## config.mk

```make
export PLATFORM = sky130hd
export DESIGN_NAME = spi_byte_master
export DESIGN_NICKNAME = d
export VERILOG_FILES = /design/src/rtl/spi_byte_master_pkg.sv /design/src/rtl/spi_clk_div.sv /design/src/rtl/spi_shifter.sv /design/src/rtl/spi_byte_master.sv
export SDC_FILE = /design/constraint.sdc
export NUM_CORES = 1
export LEC_CHECK = 0
export CORE_MARGIN = 2
export CORE_UTILIZATION = 30
export CTS_BUF_LIST = sky130_fd_sc_hd__clkbuf_8
export DETAILED_ROUTE_END_ITERATION = 8
export PLACE_DENSITY_LB_ADDON = 0.08
export SYNTH_ARGS = -nofsm -noshare
export SYNTH_HDL_FRONTEND = slang
export SYNTH_SLANG_ARGS = --single-unit
```

## constraint.sdc

```tcl
create_clock -name clk -period 4.91 [get_ports clk]
set_input_delay 0.7365 -clock clk [delete_from_list [all_inputs] [get_ports clk]]
set_output_delay 0.7365 -clock clk [all_outputs]
set_load 0.02 [all_outputs]
```

## src/rtl/spi_byte_master_pkg.sv

```systemverilog
package spi_byte_master_pkg;

    localparam int BYTE_W = 8;
    localparam int DIV_W  = 5;
    localparam int EDGE_W = $clog2(2 * BYTE_W);
    localparam int ADDR_W = 5;

    localparam logic [ADDR_W-1:0] A_CTRL = 5'h00;
    localparam logic [ADDR_W-1:0] A_STAT = 5'h04;
    localparam logic [ADDR_W-1:0] A_SYS  = 5'h08;
    localparam logic [ADDR_W-1:0] A_TX   = 5'h0C;
    localparam logic [ADDR_W-1:0] A_RX   = 5'h10;

    // Field order is the register bit order (7 downto 0).
    typedef struct packed {
        logic             cpha;
        logic             cpol;
        logic             pre_hi;
        logic [DIV_W-1:0] ndiv;
    } spi_cfg_t;

    typedef enum logic {
        SH_IDLE = 1'b0,
        SH_RUN  = 1'b1
    } sh_state_e;

    typedef struct packed {
        sh_state_e         state;
        spi_cfg_t          cfg;
        logic              sclk;
        logic [BYTE_W-1:0] tx_sr;
        logic [BYTE_W-1:0] rx_sr;
        logic [EDGE_W-1:0] edge_n;
    } sh_regs_t;

    typedef struct packed {
        spi_cfg_t          cfg;
        logic              master;
        logic              rx_full;
        logic [BYTE_W-1:0] rx_buf;
    } top_regs_t;

endpackage

```

## src/rtl/spi_clk_div.sv

```systemverilog
module spi_clk_div
    import spi_byte_master_pkg::*;
#(
    parameter int PRE_LO = 16,
    parameter int PRE_HI = 128
) (
    input  logic             clk,
    input  logic             rst_n,
    input  logic             run_i,
    input  logic             pre_hi_i,
    input  logic [DIV_W-1:0] ndiv_i,
    output logic             tick_o
);

    localparam int HALF_MAX = PRE_HI * (1 << DIV_W);
    localparam int CW       = $clog2(HALF_MAX + 1);

    logic [CW-1:0] cnt_d, cnt_q;
    logic [CW-1:0] pre_v;
    logic [CW-1:0] half_v;

    always_comb begin
        pre_v  = pre_hi_i ? CW'(PRE_HI) : CW'(PRE_LO);
        half_v = pre_v * (CW'(ndiv_i) + CW'(1));
        tick_o = run_i && (cnt_q == half_v - CW'(1));
        if (!run_i || tick_o) begin
            cnt_d = '0;
        end else begin
            cnt_d = cnt_q + CW'(1);
        end
    end

    always_ff @(posedge clk or negedge rst_n) begin
        if (!rst_n) begin
            cnt_q <= '0;
        end else begin
            cnt_q <= cnt_d;
        end
    end

endmodule

```

## src/rtl/spi_shifter.sv

```systemverilog
module spi_shifter
    import spi_byte_master_pkg::*;
(
    input  logic              clk,
    input  logic              rst_n,
    input  logic              start_i,
    input  logic [BYTE_W-1:0] tx_byte_i,
    input  spi_cfg_t          cfg_i,
    input  logic              idle_cpol_i,
    input  logic              tick_i,
    input  logic              miso_i,
    output spi_cfg_t          cfg_lat_o,
    output logic              busy_o,
    output logic              done_o,
    output logic [BYTE_W-1:0] rx_byte_o,
    output logic              sclk_o,
    output logic              mosi_o,
    output logic              cs_n_o
);

    localparam logic [EDGE_W-1:0] LAST_EDGE = EDGE_W'(2 * BYTE_W - 1);

    sh_regs_t r_d, r_q;
    logic     lead;
    logic     samp;

    always_comb begin
        r_d    = r_q;
        done_o = 1'b0;
        lead   = ~r_q.edge_n[0];
        samp   = lead ^ r_q.cfg.cpha;
        unique case (r_q.state)
            SH_IDLE: begin
                r_d.sclk = idle_cpol_i;
                if (start_i) begin
                    r_d.state  = SH_RUN;
                    r_d.cfg    = cfg_i;
                    r_d.sclk   = cfg_i.cpol;
                    r_d.tx_sr  = tx_byte_i;
                    r_d.rx_sr  = '0;
                    r_d.edge_n = '0;
                end
            end
            SH_RUN: begin
                if (tick_i) begin
                    r_d.sclk   = ~r_q.sclk;
                    r_d.edge_n = r_q.edge_n + EDGE_W'(1);
                    if (samp) begin
                        r_d.rx_sr = {r_q.rx_sr[BYTE_W-2:0], miso_i};
                    end else if (!(r_q.cfg.cpha && r_q.edge_n == '0)) begin
                        r_d.tx_sr = {r_q.tx_sr[BYTE_W-2:0], 1'b0};
                    end
                    if (r_q.edge_n == LAST_EDGE) begin
                        r_d.state = SH_IDLE;
                        done_o    = 1'b1;
                    end
                end
            end
            default: r_d = r_q;
        endcase
    end

    always_ff @(posedge clk or negedge rst_n) begin
        if (!rst_n) begin
            r_q <= '0;
        end else begin
            r_q <= r_d;
        end
    end

    assign cfg_lat_o = r_q.cfg;
    assign busy_o    = (r_q.state == SH_RUN);
    assign cs_n_o    = (r_q.state != SH_RUN);
    assign rx_byte_o = r_d.rx_sr;
    assign sclk_o    = r_q.sclk;
    assign mosi_o    = r_q.tx_sr[BYTE_W-1];

endmodule

```

## src/rtl/spi_byte_master.sv

```systemverilog
module spi_byte_master
    import spi_byte_master_pkg::*;
#(
    parameter int PRE_LO = 16,
    parameter int PRE_HI = 128
) (
    input  logic              clk,
    input  logic              rst_n,
    input  logic              bus_wr,
    input  logic              bus_rd,
    input  logic [ADDR_W-1:0] bus_addr,
    input  logic [31:0]       bus_wdata,
    output logic [31:0]       bus_rdata,
    output logic              spi_sclk,
    output logic              spi_mosi,
    input  logic              spi_miso,
    output logic              spi_cs_n
);

    top_regs_t         r_d, r_q;
    spi_cfg_t          lat_cfg;
    logic              sh_busy;
    logic              sh_done;
    logic              sh_start;
    logic              div_tick;
    logic [BYTE_W-1:0] sh_rx;
    logic              unused_wdata;

    assign unused_wdata = ^bus_wdata[31:BYTE_W];

    assign sh_start = bus_wr && (bus_addr == A_TX) && r_q.master && !sh_busy;

    always_comb begin
        r_d = r_q;
        if (bus_wr && bus_addr == A_CTRL) begin
            r_d.cfg = spi_cfg_t'(bus_wdata[BYTE_W-1:0]);
        end
        if (bus_wr && bus_addr == A_SYS) begin
            r_d.master = bus_wdata[0];
        end
        if (bus_wr && bus_addr == A_STAT && !bus_wdata[2]) begin
            r_d.rx_full = 1'b0;
        end
        if (bus_rd && bus_addr == A_RX) begin
            r_d.rx_full = 1'b0;
        end
        if (sh_done) begin
            r_d.rx_buf  = sh_rx;
            r_d.rx_full = 1'b1;
        end
    end

    always_ff @(posedge clk or negedge rst_n) begin
        if (!rst_n) begin
            r_q <= '0;
        end else begin
            r_q <= r_d;
        end
    end

    always_comb begin
        unique case (bus_addr)
            A_CTRL:  bus_rdata = {24'd0, r_q.cfg};
            A_STAT:  bus_rdata = {29'd0, r_q.rx_full, 1'b0, sh_busy};
            A_SYS:   bus_rdata = {31'd0, r_q.master};
            A_RX:    bus_rdata = {24'd0, r_q.rx_buf};
            default: bus_rdata = 32'd0;
        endcase
    end

    spi_clk_div #(
        .PRE_LO (PRE_LO),
        .PRE_HI (PRE_HI)
    ) u_div (
        .clk      (clk),
        .rst_n    (rst_n),
        .run_i    (sh_busy),
        .pre_hi_i (lat_cfg.pre_hi),
        .ndiv_i   (lat_cfg.ndiv),
        .tick_o   (div_tick)
    );

    spi_shifter u_shift (
        .clk         (clk),
        .rst_n       (rst_n),
        .start_i     (sh_start),
        .tx_byte_i   (bus_wdata[BYTE_W-1:0]),
        .cfg_i       (r_q.cfg),
        .idle_cpol_i (r_q.cfg.cpol),
        .tick_i      (div_tick),
        .miso_i      (spi_miso),
        .cfg_lat_o   (lat_cfg),
        .busy_o      (sh_busy),
        .done_o      (sh_done),
        .rx_byte_o   (sh_rx),
        .sclk_o      (spi_sclk),
        .mosi_o      (spi_mosi),
        .cs_n_o      (spi_cs_n)
    );

endmodule

```

# == After elaboration in Yosys (flattened, before gate mapping) ==
# Cells that the tools add are included.
# totals
regBits,61
in_bits,42
out_inout_bits,35
word_cells,73
# classes
add_sub_neg,4
n_mul,1
n_eq_ne,10
muxes,18
bitwise_logic,4
reduce_logical,19
# ops
operator,n
21-bit one-hot mux with 2 select lines,1
8-bit 2-to-1 mux,4
8-bit one-hot mux with 4 select lines,1
30-bit 2-to-1 mux,1
21-bit 2-to-1 mux,1
"13-bit by 1-bit adder with 13-bit output, second input constant",1
13-bit == test,1
13-bit by 13-bit multiplier with 13-bit output,1
13-bit 2-to-1 mux,1
"13-bit by 1-bit subtractor with 13-bit output, second input constant",1
"5-bit by 4-bit == test with 1-bit output, second input constant",2
1-bit logical AND,10
9-bit 2-to-1 mux,1
1-bit 2-to-1 mux,7
"5-bit by 1-bit adder with 6-bit output, second input constant",1
"2-bit != test, second input constant",3
"5-bit by 3-bit == test with 1-bit output, second input constant",1
"5-bit == test, second input constant",1
5-bit zero test,1
"4-bit by 1-bit adder with 4-bit output, second input constant",1
"4-bit == test, second input constant",1
4-bit zero test,1
2-bit AND reduction,2
4-bit AND reduction,1
7 further kinds,10

# == Longest topological paths before layout ==
# depth
depth_word,8
mapped_depth,17
ltp_nobuf,16

# == Hierarchy ==
# From an unflattened synthesis, not the netlist that was laid out.
# unflattened
hier_cells,404
hier_area_um2,3993.8
# modules_own_cells
module,n_inst,cells_per_inst,area_each_um2,seq_area_each_um2
spi_shifter,1,150,1473.9,750.7
spi_clk_div,1,169,1468.9,325.3
spi_byte_master,1,85,1051.0,450.4

# == Worst setup path after synthesis ==
# OpenSTA, ideal clock, no wires.
# synth_timing
kind,reg-to-reg
from,register u_shift.r_q (netlist bit u_shift.cfg_lat_o[0])
to,register r_q[0] (netlist name)
setup_ns,0.128
arrival_time_ns,4.111
required_ns,4.782
slack_ns,0.672
path_stages_with_launch,17
path_buffers,0
synth_period_minus_slack_ns,4.238
cell_sequence,dfrtp_1 ha_1 nand3_1 xor2_1 nor2_1 ha_1 xnor2_1 ha_1 ha_1 ha_1 a21o_1 o21bai_1 a31oi_1 xnor3_2 nor4_4 nand4_4 mux2_1
# synth_between
elab_chain_cells,7
elab_cells_between_ends,9
classes_between,2 x add/sub; 1 x mul; 1 x eq/ne; 4 x mux; 1 x reduce/logical
# synth_rtl
item,line_no,text
start: declaration,spi_shifter.sv:23,"sh_regs_t r_d, r_q;"
start signal: assignment,spi_shifter.sv:67,r_q <= r_d;
5-bit by 1-bit adder with 6-bit output *,spi_clk_div.sv:24,half_v = pre_v * (CW'(ndiv_i) + CW'(1));
13-bit by 13-bit multiplier with 13-bit output *,spi_clk_div.sv:24,
13-bit by 1-bit subtractor with 13-bit output *,spi_clk_div.sv:25,tick_o = run_i && (cnt_q == half_v - CW'(1));
13-bit == test *,spi_clk_div.sv:25,
1-bit logical AND *,spi_clk_div.sv:25,
21-bit 2-to-1 mux / 1-bit 2-to-1 mux (equally long branches),spi_shifter.sv:45,if (tick_i) begin
21-bit one-hot mux with 2 select lines / 1-bit 2-to-1 mux (equally long branches),spi_shifter.sv:32,unique case (r_q.state)
end signal: assignment,spi_byte_master.sv:57,r_q <= r_d;
end: declaration,spi_byte_master.sv:20,"top_regs_t r_d, r_q;"
# Mark *: on every way between the ends. The rest lies on a longest branch, timed or not. The select of a mux whose other input is x is not followed.
# A chain may end at the register's enable or synchronous reset.

# == Final worst setup path ==
# layout_timing
from,register u_shift.r_q (netlist bit u_shift.cfg_lat_o[0])
to,register r_q[4] (netlist name)
# The elaborated chain is that of the path after synthesis.

==> flow_metrics.py <==
metrics = {
    "logic_synthesis": {
        "netlist_area_um2": 3700,
        "ys_ff_latch": 60,
        "synth.avg_cell_area_um2": 9.85,
        "synth_area_leader_cell": "dfrtp_1",
        "synth_top_area_frac": 0.405,
        "yosysSeqAreaShare": 0.405,
        "synth_top_flop_cell": "dfrtp_1",
        "synth_edf_count": 0,
        "synthArstFlopShare": 1.00,
        "synth_warnings": 0,
        "synthTopCellsByArea": "dfrtp_1 (41%), ha_1 (7.1%), nand2_1 (5.5%)",
        "ys_types": 52,
        "syn-instance-count": 376,
    },
    "routing": {
        "drtPass1Iterations": 4,
        "wl_mm": 8.23,
        "post-route-drc-count": 0,
        "drt_iter0_markers": 127,
        "routed_via_density": 4.74,
        "wl_per_cell_um": 14.5,
        "antenna_left": 0,
        "num_vias": 2683,
    },
    "clocking": {
        "clock_sinks": 60,
        "path_clk_slew_ps": 70,
        "cts_tree": "yes",
        "cts_made_buffers": 9,
        "cts-root-buf": "clkbuf_8",
        "worst_skew_pair.late_latency_ps": 360,
        "htree_levels": 3,
        "clockBufferDepth": 2,
    },
    "layout": {
        "fillers": 1225,
        "layout.nets": 477,
        "antenna_cells": 0,
        "final_cells": 566,
        "areaGrowthSynthToFinish_pct": 15.8,
        "drive_above_1_share": 0.129,
    },
    "setup_path": {
        "cp.required_ps": 5150,
        "reg2reg_depth": 17,
        "rrSetupSlack_ps": 380,
        "cp-start-kind": "flip-flop",
        "path_max_fanout": 10,
        "worst-setup-path-type": "reg2reg",
        "cp.arrival_ps": 4770,
        "timing.rr.end": "r_q[4]$_DFFE_PN0P_",
        "cp-end-kind": "flip-flop",
        "r2r_start": "u_shift.cfg_lat_o[0]$_DFFE_PN0P_",
    },
    "die": {
        "start_util": 0.308,
        "fp.dieH_um": 115,
        "num_rows": 40,
        "fp.coreArea_um2": 12000,
        "die_area_um2": 13300,
        "io_pins": 77,
        "die_w_um": 115,
    },
    "power": {
        "fin_total_pwr_mw": 1.26,
        "ir_drop_uv": 119,
        "switchingPower_mw": 0.422,
        "pwr-share-seq": 0.450,
        "power_frac_clock": 0.322,
        "p_leak_nw": 2.00,
        "combPwrFrac": 0.227,
        "power_density_nw_per_um2": 294,
        "p_int_mw": 0.837,
        "sw_frac_of_total": 0.335,
    },
    "global_route": {
        "track_usage": 0.138,
        "grt_pass1_vias": 2684,
        "grt_pass1_wl_mm": 14.0,
        "overflow": 0,
        "grt_max_degree": 61,
        "grt_antenna_before_repair": 0,
    },
    "sta": {
        "worst_pin_slew_ps": 765,
        "relSlewSlack": 0.486,
        "rsz0062_at_grt": "false",
        "finalWorstSetupSlack_ps": 377,
        "finalSetupViolCount": 0,
        "hold_violations": 0,
        "slew_violations": 0,
        "tns_ps": 0,
        "min_period_ps": 4530,
        "skew_ps": 15.4,
        "timing.final.crit_share": 0.923,
        "clock.fmax_mhz": 221,
    },
    "hold_path": {
        "min_path_type": "reg2reg",
        "min_delay_worst_endpoint": "u_div.cnt_q[0]$_DFF_PN0_",
        "holdCritStartpoint": "u_div.cnt_q[0]$_DFF_PN0_",
        "hold_depth": 1,
    },
    "placement": {
        "dpl.hpwl_mm": 6.13,
        "port_buffers": 28,
        "dpl.cell_count": 550,
        "post-place-ws_ps": 275,
        "gp_congestion": 0.766,
    },
    "outcome": {
        "status": "finished, final reports clean",
    },
    "job": {
        "maxCapViolCount": 0,
    },
}
area by class of cell:
cell class / count / area, um2 / share of cell area
sequential: 60 / 1500 / 0.350
clock inverter: 7 / 51.3 / 0.0120
multi-input combinational: 293 / 2030 / 0.474
inverter: 12 / 45.0 / 0.0105
clock buffer: 9 / 124 / 0.0289
tap: 147 / 184 / 0.0429
timing repair buffer: 38 / 350 / 0.0817
worst max-delay path, cell delays in order, from the launching register on:
cell and delay, ps:
dfrtp_1 420, ha_2 260, nand3_1 90, xor2_1 200
nor2_1 90, ha_1 310, xnor2_1 130, ha_1 300
ha_1 310, ha_1 350, a21o_1 190, o21bai_1 180
a31oi_1 220, xnor3_2 360, nor4_4 220, buf_4 190
nand4_4 220, mux2_1 370
cell families (layout without fill, tap and decap cells):
group	count (synthesis)	after routing	share of synthesized area
simple gates	134	134	0.184
compound gates	61	61	0.117
flops	60	60	0.405
buf+inv	46	66	0.0720
xor+xnor	30	30	0.0807
mux	23	23	0.0682
fa+ha+maj	21	21	0.0709
other cells	1	24	0.00101
layout by cell type (no fill, tap or decap), types with 6 or more instances in the layout:
cell             netlist  final
nand2_1               54     54
a221o_1                8      8
clkbuf_8               0      9
mux2_2                12     12
dfrtp_1               60     59
nand3_1                9      9
a21o_1                 9      9
nor2_1                28     28
mux2_1                 6      6
ha_1                  21     20
xor2_1                10     10
o21ai_0               15     15
and2_1                 8      8
buf_4                 24     10
a21oi_1                6      6
inv_1                 12     12
xnor2_1               17     17
conb_1                 1     24
and3_1                 7      7
clkdlybuf4s50_1        0     27
a22o_1                 7      7
power groups by stage:
stage               logic [mW]  clock network [mW]  registers (mW)
floorplan                0.222                   0           0.566
global placement         0.288                   0           0.577
detailed placement       0.287                   0           0.577
CTS                      0.290               0.419           0.568
global route             0.322               0.448           0.573
finish                   0.286               0.406           0.567
Yosys cell counts, types with 2 or more instances:
library cell	count
inv_1	12
o21ai_0	15
mux2_1	6
nand2_1	54
mux2i_1	5
a22o_1	7
mux2_2	12
a21o_1	9
clkbuf_1	7
o211ai_1	4
a31oi_1	2
xnor2_1	17
a221o_1	8
nand4_1	2
buf_2	3
a21oi_1	6
nor3_1	4
buf_4	24
xor2_1	10
and2_1	8
nand3_1	9
o21a_1	2
dfrtp_1	60
nor2_1	28
or3_1	2
nor4_4	2
ha_1	21
or2_2	3
and3_1	7
nand2b_1	5
worst max path at each step:
stage                     cells past startpoint                             start                 end
after floorplan                              16  u_shift.cfg_lat_o[0]$_DFFE_PN0P_  r_q[0]$_DFFE_PN0P_
after detailed placement                     17  u_shift.cfg_lat_o[1]$_DFFE_PN0P_  r_q[5]$_DFFE_PN0P_
after CTS                                    17  u_shift.cfg_lat_o[1]$_DFFE_PN0P_  r_q[5]$_DFFE_PN0P_
after global placement                       17  u_shift.cfg_lat_o[1]$_DFFE_PN0P_  r_q[0]$_DFFE_PN0P_
final                                        17  u_shift.cfg_lat_o[0]$_DFFE_PN0P_  r_q[4]$_DFFE_PN0P_
after global routing                         17  u_shift.cfg_lat_o[1]$_DFFE_PN0P_  r_q[4]$_DFFE_PN0P_
registers in the layout, indices dropped and copies added (netlist names):
name	count
u_shift.mosi_o	1
u_shift.r_q	19
u_shift.busy_o	1
u_shift.sclk_o	1
u_div.cnt_q	13
r_q	18
u_shift.cfg_lat_o	7
per-layer routing:
metal	global-route usage	share of wire	vias to the layer above
met1	0.198	0.50	1295
li1	-	-	1340
met3	0.0332	0.035	11
met5	0	0	-
met2	0.202	0.45	37
met4	0.0530	0.017	0
through the flow:
step                cell area (um2)   util  hold slack [ps]
global placement               4110  0.342              449
floorplan                      3790      -              425
detailed placement             4110  0.342              444
finish                         4290  0.357              453
CTS                            4280  0.357              453
global route                   4290  0.357              475
timing repair:
item / CTS / global route
hold buffers: 0 / 0
gates resized for setup: 0 / 2
setup endpoints to repair: 0 / 8
buffers inserted: 0 / 0
No activity file was read; power rests on OpenSTA's default activity.
